[config.mk]
export PLATFORM = sky130hd
export DESIGN_NAME = sync_ser_tx
export DESIGN_NICKNAME = d
export VERILOG_FILES = /design/src/rtl/sst_pkg.sv /design/src/rtl/sst_int_clkgen.sv /design/src/rtl/sst_ext_sync.sv /design/src/rtl/sst_shifter.sv /design/src/rtl/sync_ser_tx.sv
export SDC_FILE = /design/constraint.sdc
export NUM_CORES = 1
export LEC_CHECK = 0
export ABC_AREA = 1
export BUFFER_PORTS_ARGS = -buffer_cell sky130_fd_sc_hd__buf_4
export CAP_MARGIN = 20
export CORE_ASPECT_RATIO = 1.2
export CORE_MARGIN = 4
export CORE_UTILIZATION = 54
export CTS_CLUSTER_DIAMETER = 40
export CTS_CLUSTER_SIZE = 28
export DETAILED_ROUTE_END_ITERATION = 6
export PLACE_DENSITY_LB_ADDON = 0.05
export REMOVE_ABC_BUFFERS = 1
export SLEW_MARGIN = 10
export SYNTH_ARGS = -nofsm -noshare
export SYNTH_HDL_FRONTEND = slang
export SYNTH_SLANG_ARGS = --single-unit
[constraint.sdc]
create_clock -name clk -period 1.8 [get_ports clk]
set_input_delay 0.09 -clock clk [delete_from_list [all_inputs] [get_ports clk]]
set_output_delay 0.09 -clock clk [all_outputs]
set_load 0.1 [all_outputs]
[src/rtl/sst_pkg.sv]
package sst_pkg;
  // Edge events that advance the shifter, one cycle wide each.
  typedef struct packed {
    logic fall;
    logic rise;
  } sst_edge_t;
endpackage

[src/rtl/sst_int_clkgen.sv]
module sst_int_clkgen
  import sst_pkg::*;
#(
  parameter int unsigned DIV_W = 8
) (
  input  logic             clk,
  input  logic             rst,
  input  logic             run,
  input  logic [DIV_W-1:0] div,
  output logic             sck,
  output sst_edge_t        evt
);
  logic [DIV_W-1:0] cnt_q;
  logic             sck_q;
  logic             tick;

  assign tick     = run && (cnt_q == '0);
  assign evt.fall = tick && sck_q;
  assign evt.rise = tick && !sck_q;
  assign sck      = sck_q;

  always_ff @(posedge clk) begin
    if (rst) begin
      cnt_q <= '0;
      sck_q <= 1'b1;
    end else if (!run) begin
      cnt_q <= '0;
      sck_q <= 1'b1;
    end else if (tick) begin
      sck_q <= ~sck_q;
      cnt_q <= div;
    end else begin
      cnt_q <= cnt_q - 1'b1;
    end
  end
endmodule

[src/rtl/sst_ext_sync.sv]
module sst_ext_sync
  import sst_pkg::*;
#(
  parameter int unsigned SYNC_STAGES = 2
) (
  input  logic      clk,
  input  logic      rst,
  input  logic      pin,
  output sst_edge_t evt
);
  localparam int unsigned LAST = SYNC_STAGES;

  // chain[SYNC_STAGES-1] is the synchronized value, chain[LAST] its delayed copy
  logic [LAST:0] chain_q;

  always_ff @(posedge clk) begin
    if (rst) chain_q <= '1;
    else     chain_q <= {chain_q[LAST-1:0], pin};
  end

  assign evt.fall = chain_q[LAST] && !chain_q[LAST-1];
  assign evt.rise = !chain_q[LAST] && chain_q[LAST-1];
endmodule

[src/rtl/sst_shifter.sv]
module sst_shifter
  import sst_pkg::*;
#(
  parameter int unsigned DATA_W = 8
) (
  input  logic              clk,
  input  logic              rst,
  input  logic              load,
  input  logic [DATA_W-1:0] load_data,
  input  sst_edge_t         evt,
  output logic              busy,
  output logic              done,
  output logic              sdo
);
  localparam int unsigned CNT_W = $clog2(DATA_W + 1);
  localparam logic [CNT_W-1:0] FULL = CNT_W'(DATA_W);

  logic [DATA_W-1:0] shreg_q;
  logic [CNT_W-1:0]  sent_q;
  logic              busy_q;
  logic              sdo_q;

  assign done = busy_q && evt.rise && (sent_q == FULL);
  assign busy = busy_q;
  assign sdo  = sdo_q;

  always_ff @(posedge clk) begin
    if (rst) begin
      shreg_q <= '0;
      sent_q  <= '0;
      busy_q  <= 1'b0;
      sdo_q   <= 1'b1;
    end else if (load) begin
      shreg_q <= load_data;
      sent_q  <= '0;
      busy_q  <= 1'b1;
    end else if (done) begin
      busy_q  <= 1'b0;
    end else if (busy_q && evt.fall && (sent_q != FULL)) begin
      sdo_q   <= shreg_q[0];
      shreg_q <= shreg_q >> 1;
      sent_q  <= sent_q + 1'b1;
    end
  end
endmodule

[src/rtl/sync_ser_tx.sv]
module sync_ser_tx
  import sst_pkg::*;
#(
  parameter int unsigned DATA_W      = 8,
  parameter int unsigned DIV_W       = 8,
  parameter int unsigned SYNC_STAGES = 2
) (
  input  logic              clk,
  input  logic              rst,
  input  logic              tx_en,
  input  logic              irq_en,
  input  logic              ext_clk_sel,
  input  logic [DIV_W-1:0]  baud_div,
  input  logic              wr_en,
  input  logic [DATA_W-1:0] wr_data,
  input  logic              clr_empty,
  output logic              empty_flag,
  output logic              tx_irq,
  input  logic              sck_in,
  output logic              sck_out,
  output logic              sck_oe,
  output logic              sdo,
  output logic              sdo_oe
);
  logic [DATA_W-1:0] hold_q;
  logic              empty_q;
  logic              empty_d;
  logic              irq_q;
  logic              sck_oe_q;
  logic              sdo_oe_q;
  logic              load;
  logic              busy;
  logic              done;
  sst_edge_t         int_evt;
  sst_edge_t         ext_evt;
  sst_edge_t         evt;

  sst_int_clkgen #(.DIV_W(DIV_W)) u_clkgen (
    .clk (clk),
    .rst (rst),
    .run (busy && !ext_clk_sel),
    .div (baud_div),
    .sck (sck_out),
    .evt (int_evt)
  );

  sst_ext_sync #(.SYNC_STAGES(SYNC_STAGES)) u_sync (
    .clk (clk),
    .rst (rst),
    .pin (sck_in),
    .evt (ext_evt)
  );

  assign evt = ext_clk_sel ? ext_evt : int_evt;

  sst_shifter #(.DATA_W(DATA_W)) u_shift (
    .clk       (clk),
    .rst       (rst),
    .load      (load),
    .load_data (hold_q),
    .evt       (evt),
    .busy      (busy),
    .done      (done),
    .sdo       (sdo)
  );

  // A byte moves over when the flag has been cleared and the shifter is free or finishing.
  assign load = tx_en && !empty_q && (!busy || done);

  always_comb begin
    empty_d = empty_q;
    if (load)                      empty_d = 1'b1;
    else if (clr_empty && empty_q) empty_d = 1'b0;
  end

  always_ff @(posedge clk) begin
    if (rst) begin
      hold_q   <= '0;
      empty_q  <= 1'b1;
      irq_q    <= 1'b0;
      sck_oe_q <= 1'b0;
      sdo_oe_q <= 1'b0;
    end else begin
      if (wr_en) hold_q <= wr_data;
      empty_q  <= empty_d;
      irq_q    <= empty_d && irq_en;
      sck_oe_q <= tx_en && !ext_clk_sel;
      sdo_oe_q <= tx_en;
    end
  end

  assign empty_flag = empty_q;
  assign tx_irq     = irq_q;
  assign sck_oe     = sck_oe_q;
  assign sdo_oe     = sdo_oe_q;
endmodule

---- Yosys cells after proc, flatten, opt, wreduce, memory -nomap -nowiden ----
Index checks and enable logic that the tools add are counted.
cells by class
  add/sub/neg operators ................... 2
  reduce and logical (&&, ||, !) cells .... 30
  bitwise gates (word level) .............. 4
  mux-type cells .......................... 9
  eq/ne operators ......................... 3
operators by type and width
  cell                 count
  $mux 8               4
  $logic_and 1x1->1    15
  $logic_not 8->1      1
  $sub 8x1->8 const B  1
  $logic_not 1->1      6
  $add 4x1->4 const B  1
  $eq 4x4->1 const B   1
  $mux 1               4
  $ne 4x4->1 const B   1
  $not 1->1            4
  $reduce_and 2->1     2
  $reduce_bool 2->1    2
  $reduce_or 2->1      2
  $reduce_and 3->1     1
  $mux 2               1
  $ne 2x2->1 const B   1
  $logic_or 1x1->1     1
storage, ports and cells
  input port bits ......................... 24
  output and inout port bits .............. 6
  register bits after elaboration ......... 38

---- Logic depth before layout (Yosys ltp) ----
Gate-level depths: netlist of the first run.
  depth after elaboration ................. 11
  gate-level depth with buffers ........... 12
  depth with buffers taken out ............ 12

---- Hierarchy ----
Synthesis of the first run repeated with hierarchy kept, for this count alone.
second synthesis, totals
  cells, all modules ...................... 257
  area total of the unflattened synthesis .. 1805.5 um2
modules (own cells, without submodules)
  module          instances  area an instance (um2)  sequential area each (um2)  cells an instance
  sst_shifter     1          726.9                   280.3                       101
  sst_int_clkgen  1          548.0                   180.2                       84
  sync_ser_tx     1          432.9                   240.2                       59
  sst_ext_sync    1          97.6                    60.1                        13

---- Worst setup path before layout of the first run ----
Ideal clock, no wire load.
  path type ............................... register to register
  start ................................... reg u_clkgen.sck_q, in the netlist u_clkgen.sck
  end ..................................... reg empty_q, in the netlist empty_flag
  setup time .............................. 0.123 ns
  period minus slack after synthesis ...... 2.123 ns
  slack ................................... -0.323 ns
  cell stages (with the launch flop) ...... 9
  data required time ...................... 1.677 ns
  path buffers ............................ 0
  arrival time ............................ 2.000 ns
  cells stage by stage .................... dfxtp_1 > inv_1 > nand3_1 > nand2_1 > nand2_1 > nand2_2 > nand2_4 > o21ai_1 > or2_2
on the way
  cells in the longest elaborated chain, start to end .. 8
RTL lines
  what                            line                  source
  start, declared                 sst_int_clkgen.sv:14  logic sck_q;
  start signal, assigned          sst_int_clkgen.sv:30  sck_q <= ~sck_q;
  $logic_not 1->1                 sst_int_clkgen.sv:19  assign evt.rise = tick && !sck_q;
  $logic_and 1x1->1               sst_int_clkgen.sv:19
  $mux 2                          sync_ser_tx.sv:54     assign evt = ext_clk_sel ? ext_evt : int_evt;
  $logic_and 1x1->1 (2 in a row)  sst_shifter.sv:23     assign done = busy_q && evt.rise && (sent_q == FULL);
  $logic_or 1x1->1                sync_ser_tx.sv:68     assign load = tx_en && !empty_q && (!busy || done);
  $logic_and 1x1->1               sync_ser_tx.sv:68
  $mux 1                          sync_ser_tx.sv:72     if (load) empty_d = 1'b1;
  end signal, assigned            sync_ser_tx.sv:85     empty_q <= empty_d;
  end, declared                   sync_ser_tx.sv:26     logic empty_q;
Every way passes these cells.
A chain may end at the register's enable or synchronous reset.

---- Worst setup path after layout of the first run ----
  start ................................... reg u_clkgen.cnt_q[0]
  end ..................................... reg empty_q, in the netlist empty_flag
on the way
  cells in the longest elaborated chain, start to end .. 9
RTL lines
  what                            line                  source
  start, declared                 sst_int_clkgen.sv:13  logic [DIV_W-1:0] cnt_q;
  start signal, assigned          sst_int_clkgen.sv:31  cnt_q <= div;
  start signal, assigned          sst_int_clkgen.sv:33  cnt_q <= cnt_q - 1'b1;
  $logic_not 8->1                 sst_int_clkgen.sv:17  assign tick = run && (cnt_q == '0);
  $logic_and 1x1->1               sst_int_clkgen.sv:17
  $logic_and 1x1->1               sst_int_clkgen.sv:19
  $mux 2                          sync_ser_tx.sv:54
  $logic_and 1x1->1 (2 in a row)  sst_shifter.sv:23
  $logic_or 1x1->1                sync_ser_tx.sv:68
  $logic_and 1x1->1               sync_ser_tx.sv:68
  $mux 1                          sync_ser_tx.sv:72
Every way passes these cells.

==> summary.md, run 1 <==
| Metric | Value |
|---|---|
| Status | complete, no violations |
| Inst Count DP | 283 |
| Hold_ws | 0.0297 ns |
| Met2 GRT Util | 0.297 |
| Largest net degree at the start of global routing | 18 |
| # rows | 21 |
| Core Box Area | 2890 sq um |
| DRT antenna net count | 0 |
| Synth Register Bits | 38 |
| Die height | 69.2 um |
| Clock Skew | 0.00772 ns |
| # IOs | 30 |
| Critical path arrival | 1.88 ns |
| H-tree depth | 2 |
| Slew HR | 0.767 |
| Syn Inst Count | 223 |
| TNS Setup | 0 ns |
| Share of flip-flops with an asynchronous set or reset | 0 |
| Global-route met3 utilization | 0.0540 |
| Startpoint types | flop |
| CP required | 2.03 ns |
| CP endpoint kind | flop |
| Synthesized cell area | 1690 sq um |
| GR Util met1 | 0.220 |
| # port buffers | 29 |
| GRT overflow | 0 |
| Vias | 1,483 |
| CP Launch Point | u_clkgen.cnt_q[0]$_SDFF_PP0_ |
| Clock Path Buffers | 2 |
| Fin crit period | 1.65 ns |
| # resized after CTS | 0 |
| Final hold vios | 0 |
| Clock-pin slew of the registers on the worst-case setup and hold paths | 0.10 ns |
| Routability congestion estimate from global placement | 0.781 |
| Nets | 292 |
| Drt drc | 0 |
| Final worst slack | 0.149 ns |
| Worst vdd ir | 0.586 mV |
| HPWL Detailed | 2.31 mm |
| DIE AREA | 4090 sq um |
| Synth-to-layout area growth | 23.1% |
| Share of cells above drive strength 1 | 0.202 |
| Final WL | 3.22 mm |
| DRT iter0 DRCs | 34 |
| Gr usage total | 0.180 |
| Vias/cell | 4.99 |
| Initial antenna violation count | 0 |
| Number of max-cap violations | 0 |
| Sink Count | 38 |
| Routed len/inst | 10.8 um |
| Ys flop type | dfxtp_1 |
| Slowest CP cell | dfxtp_1 |
| Syn_area_per_cell | 7.57 sq um |
| RSZ-0062 raised after global routing | false |
| Die X | 59.0 um |
| Delay of the slowest critical-path stage | 0.34 ns |
| CTS tree | built |
| Most used routing layer | met2 |
| Max frequency | 606 MHz |
| Critical path cell sequence | inv_1, ha_1, nand3_1, nor2_2, nand3_1, nand2_1, nand2_1, nand2_2, nand2_4, o21ai_1, or2_2 |
| Fin util | 0.719 |
| Pre-CTS setup slack | 0.163 ns |
| Worst-Skew Late Latency | 0.33 ns |
| Seq/Total Area, Yosys | 0.451 |
| Yosys warns | 0 |
| Pleak | 0.961 nW |
| Final period util | 0.917 |
| Final Slew Violations | 0 |
| Critical path peak fanout | 17 |
| Actual slew at the worst max-slew pin | 0.348 ns |
| Yosys cell types | 26 |
| CTS Root Cell | clkbuf_4 |
| DRT Pass-1 Iters | 4 |
| Final setup viols | 0 |
| Post-Layout Cell Count | 297 |
| EDFF count, synth | 0 |
| Global-route wire length before repair | 5.92 mm |
| Worst reg2reg path startpoint | u_clkgen.cnt_q[0]$_SDFF_PP0_ |
| Starting Density | 0.584 |
| Hold WC Path Type | primary input to flop |
| Crit Path Class | flop to flop |
| Number of global-route vias before repair | 1,426 |
| Antenna Cells | 0 |
| Power per cell area | 754 nW/um^2 |
| Total CTS buffers | 5 |
| Min-delay src | wr_data[5] |
-- path summary, 6_finish.rpt --
check	end	slack, ns	cells after the start
max	empty_flag$_SDFF_PP1_	0.15	11
min	hold_q[5]$_SDFFE_PP0P_	0.03	3
max reg2reg	empty_flag$_SDFF_PP1_	0.15	11
min reg2reg	u_sync.chain_q[1]$_SDFF_PP1_	0.42	1
-- layer usage --
layer / wire length [um] / vias to the layer above
li1: - / 799
met4: 42 / 0
met1: 1440 / 645
met2: 1560 / 33
met5: 0 / -
met3: 172 / 6
-- stage by stage --
step / instance area, sq um / power [W]
after CTS: 2080 / 0.00158
after floorplan: 1650 / 0.00106
final: 2080 / 0.00157
after detailed placement: 1950 / 0.00115
after global routing: 2080 / 0.00165
after global placement: 1950 / 0.00114
-- cells in the final DEF, fill, tap and decap left out --
cell            n
a31oi_1         1
a211oi_1        5
xor2_1          4
dlygate4sd3_1   8
nor2_1         22
a21oi_2         1
dfxtp_1        38
clkbuf_4        5
a21oi_1        19
clkbuf_8        1
nand2_4         2
o21ai_4         1
o21ai_0        14
o21ai_1         1
and2_0          1
nor2_2          2
nand2_2         3
nand2_1        36
xnor2_1         1
nor3_1          1
nand3_1        28
or2_2           3
buf_4          34
inv_1          25
nand3b_1        2
clkinv_2        1
ha_1            4
-- sequential cells by signal, indices dropped and copies added (netlist names) --
| name | count |
|---|---|
| empty_flag | 1 |
| hold_q | 8 |
| sck_oe | 1 |
| sdo_oe | 1 |
| tx_irq | 1 |
| u_clkgen.cnt_q | 8 |
| u_clkgen.sck | 1 |
| u_shift.busy | 1 |
| u_shift.sdo | 1 |
| u_shift.sent_q | 4 |
| u_shift.shreg_q | 8 |
| u_sync.chain_q | 3 |
-- cell type report --
class	instances	area [sq um]
Fill cell	268	812
Multi-Input combinational cell	151	790
Sequential cell	38	761
Timing Repair Buffer	42	335
Inverter	26	98.8
Clock buffer	6	51.3
Tap cell	34	42.5
-- cells by family after synthesis --
logic type      share of synthesized area
buf+inv                            0.0815
xor+xnor                           0.0259
compound gates                      0.142
fa+ha+maj                          0.0297
simple gates                        0.271
flops                               0.451
-- critical path: cells and delay by family, from the launching register on --
kind,cells,cell delay [ns]
flip-flops,1,0.34
adder cells (fa/ha/maj),1,0.19
buffers and inverters,1,0.07
AO/OA/AOI/OAI,1,0.11
AND/OR/NAND/NOR,8,0.83
-- power breakdown --
part	switching [W]	internal [W]	total, W
logic	0.000144	0.000104	0.000248
clock network	0.000250	0.000176	0.000426
registers	0.0000160	0.000877	0.000893
total	0.000410	0.00116	0.00157
-- cell usage after synthesis (2+ instances only) --
library cell	n	area (sq um)
nand2_2	3	18.8
nand3_1	28	140
o21ai_0	14	70.1
nand2_4	2	22.5
nor2_1	22	82.6
nand3b_1	2	15.0
or2_2	3	18.8
inv_1	25	93.8
clkbuf_1	6	22.5
nor2_2	2	12.5
a211oi_1	5	37.5
ha_1	4	50.1
nand2_1	36	135
a21oi_1	19	95.1
dfxtp_1	38	761
xor2_1	4	35.0
-- repair_timing --
| action | CTS | global route |
|---|---|---|
| setup buffers | 0 | 0 |
| hold buffers | 8 | 0 |
| endpoints found under the hold margin | 7 | 0 |
(Power assumes the default switching activity.)
==> inputs of run 2 (changes only) <==
--- a/config.mk
+++ b/config.mk
@@ -10,12 +10,13 @@
 export CAP_MARGIN = 20
 export CORE_ASPECT_RATIO = 1.2
 export CORE_MARGIN = 4
-export CORE_UTILIZATION = 54
+export CORE_UTILIZATION = 30
 export CTS_CLUSTER_DIAMETER = 40
 export CTS_CLUSTER_SIZE = 28
 export DETAILED_ROUTE_END_ITERATION = 6
 export PLACE_DENSITY_LB_ADDON = 0.05
 export REMOVE_ABC_BUFFERS = 1
+export SKIP_CTS_REPAIR_TIMING = 1
 export SLEW_MARGIN = 10
 export SYNTH_ARGS = -nofsm -noshare
 export SYNTH_HDL_FRONTEND = slang
==> summary.md, run 2 (same netlist as run 1, synthesis figures left out) <==
| Metric | Value |
|---|---|
| Status | complete, no violations |
| Fin util | 0.395 |
| Clock Skew | 0.00441 ns |
| Delay of the slowest critical-path stage | 0.33 ns |
| Power per cell area | 856 nW/um^2 |
| Startpoint types | flop |
| Worst reg2reg setup slack | 0.16 ns |
| Share of cells above drive strength 1 | 0.215 |
| H-tree depth | 2 |
| P_int | 0.00136 W |
| Max frequency | 608 MHz |
| Post-Layout Cell Count | 322 |
| CP endpoint kind | flop |
| Hold Path Sink | hold_q[7]$_SDFFE_PP0P_ |
| Clock Path Buffers | 2 |
| Pleak | 0.968 nW |
| TNS Setup | 0 ns |
| Drt drc | 0 |
| Worst Path Buf+Inv | 1 |
| CP required | 1.98 ns |
| Global-route wire length before repair | 6.15 mm |
| Switch share | 0.251 |
| Initial antenna violation count | 0 |
| GRT overflow | 0 |
| DRT antenna net count | 0 |
| HPWL Detailed | 2.68 mm |
| Clock share of power | 0.376 |
| Core Box Area | 5370 sq um |
| Routed len/inst | 11.1 um |
| Actual slew at the worst max-slew pin | 0.337 ns |
| Gr usage total | 0.110 |
| Sw power | 0.000455 W |
| CTS tree | built |
| # IOs | 30 |
| Starting Density | 0.314 |
| Slew HR | 0.775 |
| Combinational power share | 0.132 |
| Top Registers | hold_q: 8 flops, u_clkgen.cnt_q: 8 flops, u_shift.shreg_q: 8 flops |
| Final setup viols | 0 |
| Largest net degree at the start of global routing | 18 |
| CP top delay family | simple AND/OR/NAND/NOR gates |
| DRT Pass-1 Iters | 4 |
| Worst vdd ir | 0.416 mV |
| Crit Path Class | flop to flop |
| Number of global-route vias before repair | 1,422 |
| Commonest non-fill, non-tap cell in the layout | dfxtp_1 |
| Sink Count | 38 |
| Worst reg2reg path startpoint | u_clkgen.cnt_q[0]$_SDFF_PP0_ |
| Min-delay src | wr_data[7] |
| Final hold vios | 0 |
| Slowest CP cell | dfxtp_1 |
| Final worst slack | 0.155 ns |
| Worst hold stages | 3 |
| DIE AREA | 6890 sq um |
| Nets | 287 |
| Die height | 90.2 um |
| Clock-pin slew of the registers on the worst-case setup and hold paths | 0.08 ns |
| Final Slew Violations | 0 |
| # port buffers | 29 |
| Routability congestion estimate from global placement | 0.721 |
| Vias/cell | 4.54 |
| Fin crit period | 1.64 ns |
| Total CTS buffers | 5 |
| Critical path peak fanout | 17 |
| Synth-to-layout area growth | 25.6% |
| Sequential Power Share | 0.492 |
| Inst Count DP | 312 |
| Critical path arrival | 1.82 ns |
| Worst-case reg-to-reg path depth | 11 |
| Die X | 76.5 um |
| Final period util | 0.914 |
| Critical path cell sequence | inv_1, ha_1, nand3_1, nor2_2, nand3_1, nand2_1, nand2_1, nand2_2, nand2_4, o21ai_1, or2_2 |
| CTS Root Cell | clkbuf_8 |
| Antenna Cells | 0 |
| Vias | 1,462 |
| Pre-CTS setup slack | 0.149 ns |
| Final WL | 3.59 mm |
| Number of max-cap violations | 0 |
| RSZ-0062 raised after global routing | false |
| DRT iter0 DRCs | 31 |
| R2r endpoint | empty_flag$_SDFF_PP1_ |
| # rows | 29 |
| Worst-Skew Late Latency | 0.28 ns |
| Most frequent cells in the layout | 38 x dfxtp_1, 36 x nand2_1, 35 x buf_4 |
| Hold WC Path Type | primary input to flop |
==> run 2: cell count changes in the layout (fill, tap and decap cells not counted), sizes merged <==
cell / previous run / this run
buf: 34 / 35
clkbuf: 6 / 8
dlygate4sd3: 8 / 2
==> run 2: layout make-up <==
class / instances / area (sq um)
sequential: 38 / 761
clock buffer: 8 / 110
inverter: 26 / 98.8
timing repair buffer: 37 / 283
fill: 599 / 3250
multi-input combinational: 151 / 790
tap: 62 / 77.6
==> run 2: power groups by stage <==
| stage | clock network [W] | registers, W | logic, W |
|---|---|---|---|
| floorplan | 0 | 0.000949 | 0.000111 |
| global placement | 0 | 0.000913 | 0.000241 |
| detailed placement | 0 | 0.000913 | 0.000239 |
| CTS | 0.000714 | 0.000893 | 0.000240 |
| global route | 0.000741 | 0.000897 | 0.000268 |
| finish | 0.000683 | 0.000893 | 0.000239 |
==> run 2: stage by stage <==
step	area [sq um]	total power [W]	hold WS [ns]
detailed placement	1990	0.00115	0.281
floorplan	1650	0.00106	0.152
global placement	1990	0.00115	0.277
finish	2120	0.00181	0.0224
global route	2120	0.00191	0.0434
CTS	2100	0.00185	-0.0249
==> run 2: worst min-delay path, stage by stage <==
cell,delay [ns]
buf_4,0.07
nor2_1,0.03
nor2_1,0.08
==> run 2: per-layer routing <==
metal / vias up / global-route usage / part of all wire
li1: 794 / - / -
met1: 642 / 0.122 / 0.45
met2: 21 / 0.190 / 0.48
met3: 5 / 0.0360 / 0.045
met4: 0 / 0.0453 / 0.018
met5: - / 0 / 0
==> run 2: worst max path at each step <==
stage | from | end | slack, ns | cells after the start
3_5_place_dp | u_clkgen.cnt_q[0]$_SDFF_PP0_ | empty_flag$_SDFF_PP1_ | 0.15 | 11
5_1_grt | u_clkgen.cnt_q[0]$_SDFF_PP0_ | empty_flag$_SDFF_PP1_ | 0.008 | 11
2_1_floorplan | u_clkgen.sck$_SDFFE_PP1P_ | empty_flag$_SDFF_PP1_ | -0.38 | 8
3_3_place_gp | u_clkgen.cnt_q[0]$_SDFF_PP0_ | empty_flag$_SDFF_PP1_ | 0.17 | 11
6_report | u_clkgen.cnt_q[0]$_SDFF_PP0_ | empty_flag$_SDFF_PP1_ | 0.16 | 11
4_1_cts | u_clkgen.cnt_q[0]$_SDFF_PP0_ | empty_flag$_SDFF_PP1_ | 0.13 | 11
